--- src/rtl/elu_pkg.sv ---
package elu_pkg;
  typedef enum logic [1:0] {
    ST_IDLE  = 2'd0,
    ST_EARLY = 2'd1,
    ST_WAIT  = 2'd2
  } elu_state_e;
endpackage

--- src/rtl/elu_fifo.sv ---
module elu_fifo #(
  parameter int W     = 10,
  parameter int DEPTH = 2
) (
  input  logic         clk_i,
  input  logic         rst_ni,
  input  logic         push_i,
  input  logic [W-1:0] push_data_i,
  input  logic         pop_i,
  output logic [W-1:0] head_o,
  output logic         empty_o,
  output logic         full_o
);
  localparam int PTR_W = (DEPTH > 1) ? $clog2(DEPTH) : 1;
  localparam int CNT_W = $clog2(DEPTH + 1);

  logic [W-1:0]     mem_q [DEPTH];
  logic [PTR_W-1:0] wr_q, rd_q;
  logic [CNT_W-1:0] cnt_q;
  logic             do_push, do_pop;

  assign empty_o = (cnt_q == '0);
  assign full_o  = (cnt_q == CNT_W'(DEPTH));
  assign head_o  = mem_q[rd_q];
  assign do_push = push_i && !full_o;
  assign do_pop  = pop_i && !empty_o;

  function automatic logic [PTR_W-1:0] nxt(input logic [PTR_W-1:0] p);
    return (p == PTR_W'(DEPTH - 1)) ? '0 : p + 1'b1;
  endfunction

  always_ff @(posedge clk_i or negedge rst_ni) begin
    if (!rst_ni) begin
      wr_q  <= '0;
      rd_q  <= '0;
      cnt_q <= '0;
    end else begin
      if (do_push) wr_q <= nxt(wr_q);
      if (do_pop)  rd_q <= nxt(rd_q);
      if (do_push && !do_pop)      cnt_q <= cnt_q + 1'b1;
      else if (do_pop && !do_push) cnt_q <= cnt_q - 1'b1;
    end
  end

  always_ff @(posedge clk_i) begin
    if (do_push) mem_q[wr_q] <= push_data_i;
  end
endmodule

--- src/rtl/elu_match.sv ---
module elu_match #(
  parameter int IDX_W = 10
) (
  input  logic [IDX_W-1:0] ref_idx_i,
  input  logic [IDX_W-1:0] new_idx_i,
  input  logic             new_write_i,
  output logic             hit_o
);
  // writes never reuse a speculative read
  assign hit_o = !new_write_i && (ref_idx_i == new_idx_i);
endmodule

--- src/rtl/elu_seq.sv ---
module elu_seq
  import elu_pkg::*;
#(
  parameter int IDX_W = 10,
  parameter int TAG_W = 16
) (
  input  logic             clk_i,
  input  logic             rst_ni,
  input  logic             q_empty_i,
  input  logic [IDX_W-1:0] q_head_i,
  input  logic             head_hit_i,
  input  logic             held_hit_i,
  input  logic             full_valid_i,
  input  logic [IDX_W-1:0] full_idx_i,
  input  logic [TAG_W-1:0] full_tag_i,
  input  logic             full_write_i,
  input  logic             set_done_i,
  output logic             q_pop_o,
  output logic [IDX_W-1:0] held_idx_o,
  output logic             full_ready_o,
  output logic             set_read_o,
  output logic [IDX_W-1:0] set_idx_o,
  output logic             tag_cmp_o,
  output logic [IDX_W-1:0] cmp_idx_o,
  output logic [TAG_W-1:0] cmp_tag_o,
  output logic             cmp_write_o,
  output logic             squash_o,
  output logic             stall_o
);
  elu_state_e       st_q, st_d;
  logic [IDX_W-1:0] idx_q;
  logic [TAG_W-1:0] tag_q;
  logic             wr_q;
  logic             set_rdy_q;
  logic             take_full;

  assign full_ready_o = (st_q != ST_WAIT);
  assign take_full    = full_valid_i && full_ready_o;
  assign held_idx_o   = idx_q;
  assign cmp_idx_o    = idx_q;
  assign cmp_tag_o    = tag_q;
  assign cmp_write_o  = wr_q;
  assign stall_o      = (st_q == ST_EARLY) && set_rdy_q;

  always_comb begin
    st_d       = st_q;
    q_pop_o    = 1'b0;
    set_read_o = 1'b0;
    set_idx_o  = full_idx_i;
    tag_cmp_o  = 1'b0;
    squash_o   = 1'b0;
    unique case (st_q)
      ST_IDLE: begin
        if (full_valid_i) begin
          set_read_o = 1'b1;
          q_pop_o    = !q_empty_i && head_hit_i;
          st_d       = ST_WAIT;
        end else if (!q_empty_i) begin
          set_read_o = 1'b1;
          set_idx_o  = q_head_i;
          q_pop_o    = 1'b1;
          st_d       = ST_EARLY;
        end
      end
      ST_EARLY: begin
        if (full_valid_i) begin
          st_d = ST_WAIT;
          if (!held_hit_i) begin
            squash_o   = 1'b1;
            set_read_o = 1'b1;
          end
        end
      end
      ST_WAIT: begin
        tag_cmp_o = set_rdy_q || set_done_i;
        if (tag_cmp_o) st_d = ST_IDLE;
      end
      default: st_d = ST_IDLE;
    endcase
  end

  always_ff @(posedge clk_i or negedge rst_ni) begin
    if (!rst_ni) begin
      st_q      <= ST_IDLE;
      idx_q     <= '0;
      tag_q     <= '0;
      wr_q      <= 1'b0;
      set_rdy_q <= 1'b0;
    end else begin
      st_q <= st_d;
      if (set_read_o)      set_rdy_q <= 1'b0;
      else if (tag_cmp_o)  set_rdy_q <= 1'b0;
      else if (set_done_i) set_rdy_q <= 1'b1;
      if (take_full) begin
        idx_q <= full_idx_i;
        tag_q <= full_tag_i;
        wr_q  <= full_write_i;
      end else if (st_q == ST_IDLE && !q_empty_i) begin
        idx_q <= q_head_i;
        wr_q  <= 1'b0;
      end
    end
  end
endmodule

--- src/rtl/early_lookup_ctrl.sv ---
module early_lookup_ctrl #(
  parameter int IDX_W      = 10,
  parameter int TAG_W      = 16,
  parameter int FIFO_DEPTH = 2
) (
  input  logic             clk_i,
  input  logic             rst_ni,
  input  logic             early_valid_i,
  input  logic [IDX_W-1:0] early_idx_i,
  output logic             early_ready_o,
  input  logic             full_valid_i,
  input  logic [IDX_W-1:0] full_idx_i,
  input  logic [TAG_W-1:0] full_tag_i,
  input  logic             full_write_i,
  output logic             full_ready_o,
  input  logic             set_done_i,
  output logic             set_read_o,
  output logic [IDX_W-1:0] set_idx_o,
  output logic             tag_cmp_o,
  output logic [IDX_W-1:0] cmp_idx_o,
  output logic [TAG_W-1:0] cmp_tag_o,
  output logic             cmp_write_o,
  output logic             squash_o,
  output logic             stall_o
);
  logic             q_empty, q_full, q_pop;
  logic [IDX_W-1:0] q_head, held_idx;
  logic             head_hit, held_hit;

  assign early_ready_o = !q_full;

  elu_fifo #(.W(IDX_W), .DEPTH(FIFO_DEPTH)) i_fifo (
    .clk_i       (clk_i),
    .rst_ni      (rst_ni),
    .push_i      (early_valid_i),
    .push_data_i (early_idx_i),
    .pop_i       (q_pop),
    .head_o      (q_head),
    .empty_o     (q_empty),
    .full_o      (q_full)
  );

  elu_match #(.IDX_W(IDX_W)) i_match_held (
    .ref_idx_i   (held_idx),
    .new_idx_i   (full_idx_i),
    .new_write_i (full_write_i),
    .hit_o       (held_hit)
  );

  elu_match #(.IDX_W(IDX_W)) i_match_head (
    .ref_idx_i   (q_head),
    .new_idx_i   (full_idx_i),
    .new_write_i (full_write_i),
    .hit_o       (head_hit)
  );

  elu_seq #(.IDX_W(IDX_W), .TAG_W(TAG_W)) i_seq (
    .clk_i        (clk_i),
    .rst_ni       (rst_ni),
    .q_empty_i    (q_empty),
    .q_head_i     (q_head),
    .head_hit_i   (head_hit),
    .held_hit_i   (held_hit),
    .full_valid_i (full_valid_i),
    .full_idx_i   (full_idx_i),
    .full_tag_i   (full_tag_i),
    .full_write_i (full_write_i),
    .set_done_i   (set_done_i),
    .q_pop_o      (q_pop),
    .held_idx_o   (held_idx),
    .full_ready_o (full_ready_o),
    .set_read_o   (set_read_o),
    .set_idx_o    (set_idx_o),
    .tag_cmp_o    (tag_cmp_o),
    .cmp_idx_o    (cmp_idx_o),
    .cmp_tag_o    (cmp_tag_o),
    .cmp_write_o  (cmp_write_o),
    .squash_o     (squash_o),
    .stall_o      (stall_o)
  );
endmodule

--- config.mk ---
export PLATFORM = sky130hd
export DESIGN_NAME = early_lookup_ctrl
export DESIGN_NICKNAME = d
export VERILOG_FILES = /design/src/rtl/elu_pkg.sv /design/src/rtl/elu_fifo.sv /design/src/rtl/elu_match.sv /design/src/rtl/elu_seq.sv /design/src/rtl/early_lookup_ctrl.sv
export SDC_FILE = /design/constraint.sdc
export NUM_CORES = 1
export LEC_CHECK = 0
export ABC_AREA = 1
export BUFFER_PORTS_ARGS = -buffer_cell sky130_fd_sc_hd__buf_2
export CORE_MARGIN = 2
export CORE_UTILIZATION = 50
export CTS_BUF_LIST = sky130_fd_sc_hd__clkbuf_16
export DETAILED_ROUTE_END_ITERATION = 7
export PLACE_DENSITY = 0.86
export REMOVE_ABC_BUFFERS = 1
export SLEW_MARGIN = 20
export SYNTH_ARGS = -nofsm -noshare
export SYNTH_HDL_FRONTEND = slang
export SYNTH_SLANG_ARGS = --single-unit
--- constraint.sdc ---
create_clock -name clk_i -period 2.75 [get_ports clk_i]
set_clock_uncertainty 0.2 [all_clocks]
set_input_delay 0.55 -clock clk_i [delete_from_list [all_inputs] [get_ports clk_i]]
set_output_delay 0.55 -clock clk_i [all_outputs]
set_load 0.01 [all_outputs]
* After elaboration in Yosys (flattened, before gate mapping) *
Memories as Yosys holds them, arrays and structs flattened.
Index checks and enable logic that the tools add are counted.
Widths: inputs -> output; s select.

cells by class
  add/subtract/negate cells = 4
  eq/ne operators = 9
  mux-type cells = 30
  reduce and logical (&&, ||, !) cells = 22

operators by type and width
  kind                 count
  $mux 10              5
  $eq 10x10->1         2
  $mux 1               17
  $mux 2               6
  $logic_and 1x1->1    10
  $pmux 2 s3           1
  $logic_not 1->1      5
  $eq 2x2->1 const B   2
  $logic_not 2->1      2
  $ne 2x2->1 const B   2
  $reduce_bool 2->1    2
  $ne 3x3->1 const B   1
  $reduce_and 3->1     1
  $reduce_bool 3->1    1
  $add 1x1->1 const B  2
  $add 2x1->2 const B  1
  $eq 2x1->1 const B   1
  $ne 2x1->1 const B   1
  $pmux 1 s2           1
  $sub 2x1->2 const B  1
  $logic_or 1x1->1     1

storage, ports and cells
  flip-flop bits (word level) = 34
  RAM bits = 20
  output and inout port bits = 43
  word-level logic and storage cells = 74
  memories = 1

memories
  name          depth  width  rd ports  clocked after memory_dff  write ports  RTL line        RTL
  i_fifo.mem_q  2      10     1         0                         1            elu_fifo.sv:17  logic [W-1:0] mem_q [DEPTH];

* Depth between registers and ports, before layout *
An unclocked memory read counts as a cell.

  depth in word-level cells = 10
  depth in mapped cells = 15
  gate-level depth less buffers = 14

* Cells and area by module *
From an unflattened synthesis, not the netlist that was laid out.

unflattened totals
  cells, all modules = 388
  area total of the unflattened synthesis = 2927.8 sq um

by module, submodules not included
  module             instances  cells each  area each (sq um)  sequential area each (sq um)
  elu_seq            1          219         1594.0             750.7
  elu_fifo           1          84          957.2              700.7
  elu_match          2          42          186.4              0.0
  early_lookup_ctrl  1          1           3.8                0.0

* Worst setup path after synthesis *
Ideal clock, no wire load.

  kind = register to register
  start = reg i_fifo.rd_q
  end = reg i_fifo.cnt_q[1]
  library setup time = 0.131 ns
  arrival time = 1.819 ns
  setup slack = 0.600 ns
  stages on the path, launching flop included = 16
  clock period less this slack = 2.150 ns
  cells stage by stage = dfrtp_1 > inv_2 > buf_6 > nand2_2 > nand2_2 > nand2_1 > nand2_1 > nand2_1 > nor2_1 > nand3_1 > nand2_1 > inv_1 > ha_1 > a21oi_1 > o21ai_0 > xor2_1

on the way
  cells in the longest elaborated chain, start to end = 10
  elaborated cells on any way between the ends = 12
  classes of those cells = eq/ne (1); mux (3); reduce/logical (7); memory (1)

RTL lines
  what                                         RTL line         RTL
  start, declared                              elu_fifo.sv:18   logic [PTR_W-1:0] wr_q, rd_q;
  start signal, assigned                       elu_fifo.sv:39   if (do_pop) rd_q <= nxt(rd_q);
  $mem_v2 2x10 (*)                             n/a
  $eq 10x10->1 (*)                             elu_match.sv:10  assign hit_o = !new_write_i && (ref_idx_i == new_idx_i);
  $logic_and 1x1->1 (*)                        elu_match.sv:10
  $logic_and 1x1->1 (*)                        elu_seq.sv:56    q_pop_o = !q_empty_i && head_hit_i;
  $mux 1 (*)                                   elu_seq.sv:54    if (full_valid_i) begin
  $mux 1 (*)                                   elu_seq.sv:52    unique case (st_q)
  $logic_and 1x1->1 (*)                        elu_fifo.sv:26   assign do_pop = pop_i && !empty_o;
  $logic_not 1->1                              elu_fifo.sv:40   if (do_push && !do_pop) cnt_q <= cnt_q + 1'b1;
  $logic_and 1x1->1                            elu_fifo.sv:40
  $mux 2 or $reduce_bool 2->1 (tied branches)  n/a
  end signal, assigned                         elu_fifo.sv:40
  end signal, assigned                         elu_fifo.sv:41   else if (do_pop && !do_push) cnt_q <= cnt_q - 1'b1;
  end, declared                                elu_fifo.sv:19   logic [CNT_W-1:0] cnt_q;

Mark *: on every way between the ends. The rest lies on a longest branch, timed or not.
A chain may end at the register's enable or synchronous reset.

* Worst setup path in the final report *
  start = reg i_seq.st_q[1]
  end = out set_idx_o[4]

on the way
  cells in the longest elaborated chain, start to end = 2

RTL lines
  what                    RTL line                 RTL
  start, declared         elu_seq.sv:30            elu_state_e st_q, st_d;
  start signal, assigned  elu_seq.sv:90            st_q <= st_d;
  $logic_not 2->1         elu_seq.sv:52
  $mux 10                 elu_seq.sv:52
  end, declared           early_lookup_ctrl.sv:18  output logic [IDX_W-1:0] set_idx_o,

No other way between the ends.

==> flow_summary.toml <==
[status]
status = "complete, no violations"

[setup_path]
rr_worst_depth = 14
cp.arrival_ns = 1.74
slowest_delay_ns = 0.39
critPathKind = "register to output port"
crit_path_start_kind = "register"
slowest_stage = "dfrtp_1"
critical_path.max_fanout = 23
cp.buffers_inverters = 2
crit_path_end_kind = "output port"
worstPathCellList = "nor2_1 -> nand3_1 -> buf_4 -> o21ai_0 -> buf_2"
required_ns = 2.00
critPathTopFamily = "buffers and inverters"
cp.depth = 5

[place]
place_area_um2 = 3191
preCtsSetupSlack_ns = 0.4099
numPlacedInstances = 486
port-buffer-count = 84
dp_hpwl_um = 4531
place.gp.congestion = 0.9071

[timing]
hold_viol = 0
tightest_slew_ns = 0.7643
fmax_ghz = 0.4009
fin_setup_tns_ns = 0
rsz0062_at_grt = "no"
finalHoldWorstSlack_ns = 0.1274
slew_headroom_pct = 49.05
maxSlewViolCount = 0
setup_viol = 0
setup_slack_ns = 0.2554
fin_crit_ns = 2.495
post-route-period-util_pct = 90.71

[cts]
cts_max_path_buffers = 2
cts_tree = "yes"
cts_root_buf = "clkbuf_16"
hold_buffers = 0
clk_latency_ns = 0.29
cts.sinks = 54
postCtsSetupBuffers = 0
path_clk_slew_ns = 0.07
cts_made_buffers = 5
cts_resized = 0
cts_max_level = 2

[synth]
synthCells = 336
synth_seq_area_share_pct = 53.95
synth_enable_flop_cells = 20
syn_avg_cell_area_um2 = 8.006
syn_area_um2 = 2690
async_reset_ff_share_pct = 62.96
synth-seq-cells = 54
ys_types = 24
ys.flop_type = "dfrtp_1"
yosys_warnings = 0

[final_layout]
fin_area_um2 = 3334
nets = 466
final_cells = 494
final_common_cell = "nand2_1"
area_delta_synth_final_pct = 23.95
final_util_pct = 64.87
diodes = 0
drive_above_1_share_pct = 26.18
final_cell_mix = "nand2_1, buf_2, inv_1"
fillers = 440

[floorplanning]
die_y_um = 77.35
dieArea_um2 = 5983
die_x_um = 77.35
fp.coreArea_um2 = 5140
initial_core_util_pct = 52.34
io_pins = 85
num_rows = 26

[global_route]
grt_pass1_vias = 2308
grt_max_degree = 35
antenna_found_initial = 0
grt-ovfl-total = 0
grt_first_pass_wirelength_um = 10270
grt.total_usage_pct = 21.50

[power]
power_density_nw_per_um2 = 1053
leakage_nw = 1.783
irDropWorstVdd_uv = 556.7
finalPower_mw = 3.510

[drt]
drc = 0
drt-vias-per-instance = 4.972
vias = 2456
drt-pass1-iter-count = 4
totalWireLength_um = 6260
ant_nets = 0
drtIter0Drc = 150
wl_per_cell_um = 12.67

[job]
maxCapViolations = 0

[hold_path]
min_path_type = "primary input to asynchronous set/reset pin"
[power by group]
group | internal [mW] | total, mW | switching, mW
Sequential | 1.14 | 1.32 | 0.178
Clock | 0.337 | 0.609 | 0.272
Combinational | 0.574 | 1.58 | 1.01
Total | 2.05 | 3.51 | 1.46
[worst reg2reg max path: cells and delay by family (launching register included)]
kind                     cells  cell delay (ns)
AO/OA/AOI/OAI                2             0.29
XOR/XNOR                     1             0.16
adder cells (fa/ha/maj)      1             0.32
buffers and inverters        2             0.29
flip-flops                   1             0.39
AND/OR/NAND/NOR              8             0.68
[final cells by class]
class                           count  area (um^2)  area share (%)
Timing Repair Buffer               90        465.4           13.96
Inverter                           38        142.6           4.278
Tap cell                           70        87.58           2.627
Clock buffer                        5        125.1           3.752
Sequential cell                    54         1451           43.53
Multi-Input combinational cell    234         1044           31.29
Clock inverter                      3        18.77          0.5629
[state kept, by name, summed over array words and instances, names as in the netlist]
name / flops
i_fifo.wr_q: 1
i_seq.cmp_write_o: 1
i_seq.cmp_tag_o: 16
i_seq.set_rdy_q: 1
i_seq.st_q: 2
i_fifo.rd_q: 1
i_fifo.cnt_q: 2
i_fifo.mem_q: 20
i_seq.cmp_idx_o: 10
[layer usage]
metal | wire (um) | up-vias | global-route usage (%) | part of all wire (%)
li1 | - | 1242 | - | -
met1 | 2651 | 1109 | 26.81 | 42
met2 | 3097 | 90 | 37.65 | 49
met3 | 395 | 15 | 3.953 | 6.3
met4 | 116 | 0 | 7.321 | 1.9
met5 | 0 | - | 0 | 0
[synthesized netlist by cell type, types with 2 or more instances]
library cell | number | area share (%)
a21oi_1 | 13 | 2.4
nand3_1 | 17 | 3.2
nand2_2 | 7 | 1.6
nor2_1 | 31 | 4.3
nand2_1 | 126 | 18
clkbuf_1 | 5 | 0.70
o21ai_0 | 20 | 3.7
buf_2 | 3 | 0.56
xnor2_1 | 5 | 1.6
inv_1 | 35 | 4.9
o22ai_1 | 2 | 0.47
edfxtp_1 | 20 | 22
nand4_1 | 4 | 0.93
inv_2 | 3 | 0.42
o211ai_1 | 3 | 0.84
dfrtp_1 | 34 | 32
[path summary, 6_finish.rpt]
check / slack [ns] / to / startpoint
worst max-delay path: 0.26 / set_idx_o[4] / i_seq.st_q[1]$_DFFE_PN0P_
worst min-delay path: 0.13 / i_seq.cmp_tag_o[4]$_DFFE_PN0P_ / rst_ni
worst max register to register: 0.31 / i_fifo.cnt_q[1]$_DFFE_PN0P_ / i_fifo.rd_q$_DFFE_PN0P_
worst min register to register: 0.27 / i_seq.cmp_tag_o[4]$_DFFE_PN0P_ / i_seq.cmp_tag_o[4]$_DFFE_PN0P_
max in group asynchronous: 1.73 / i_fifo.rd_q$_DFFE_PN0P_ / rst_ni
min in group clk_i: 0.25 / i_fifo.mem_q[1][2]$_DFFE_PP_ / early_idx_i[2]
[kinds of logic after synthesis]
logic type | synth area share (%)
buf+inv | 7.256
simple gates | 28.28
flops | 53.95
compound gates | 8.093
fa+ha+maj | 0.4650
xor+xnor | 1.953
(Power assumes the default switching activity.)
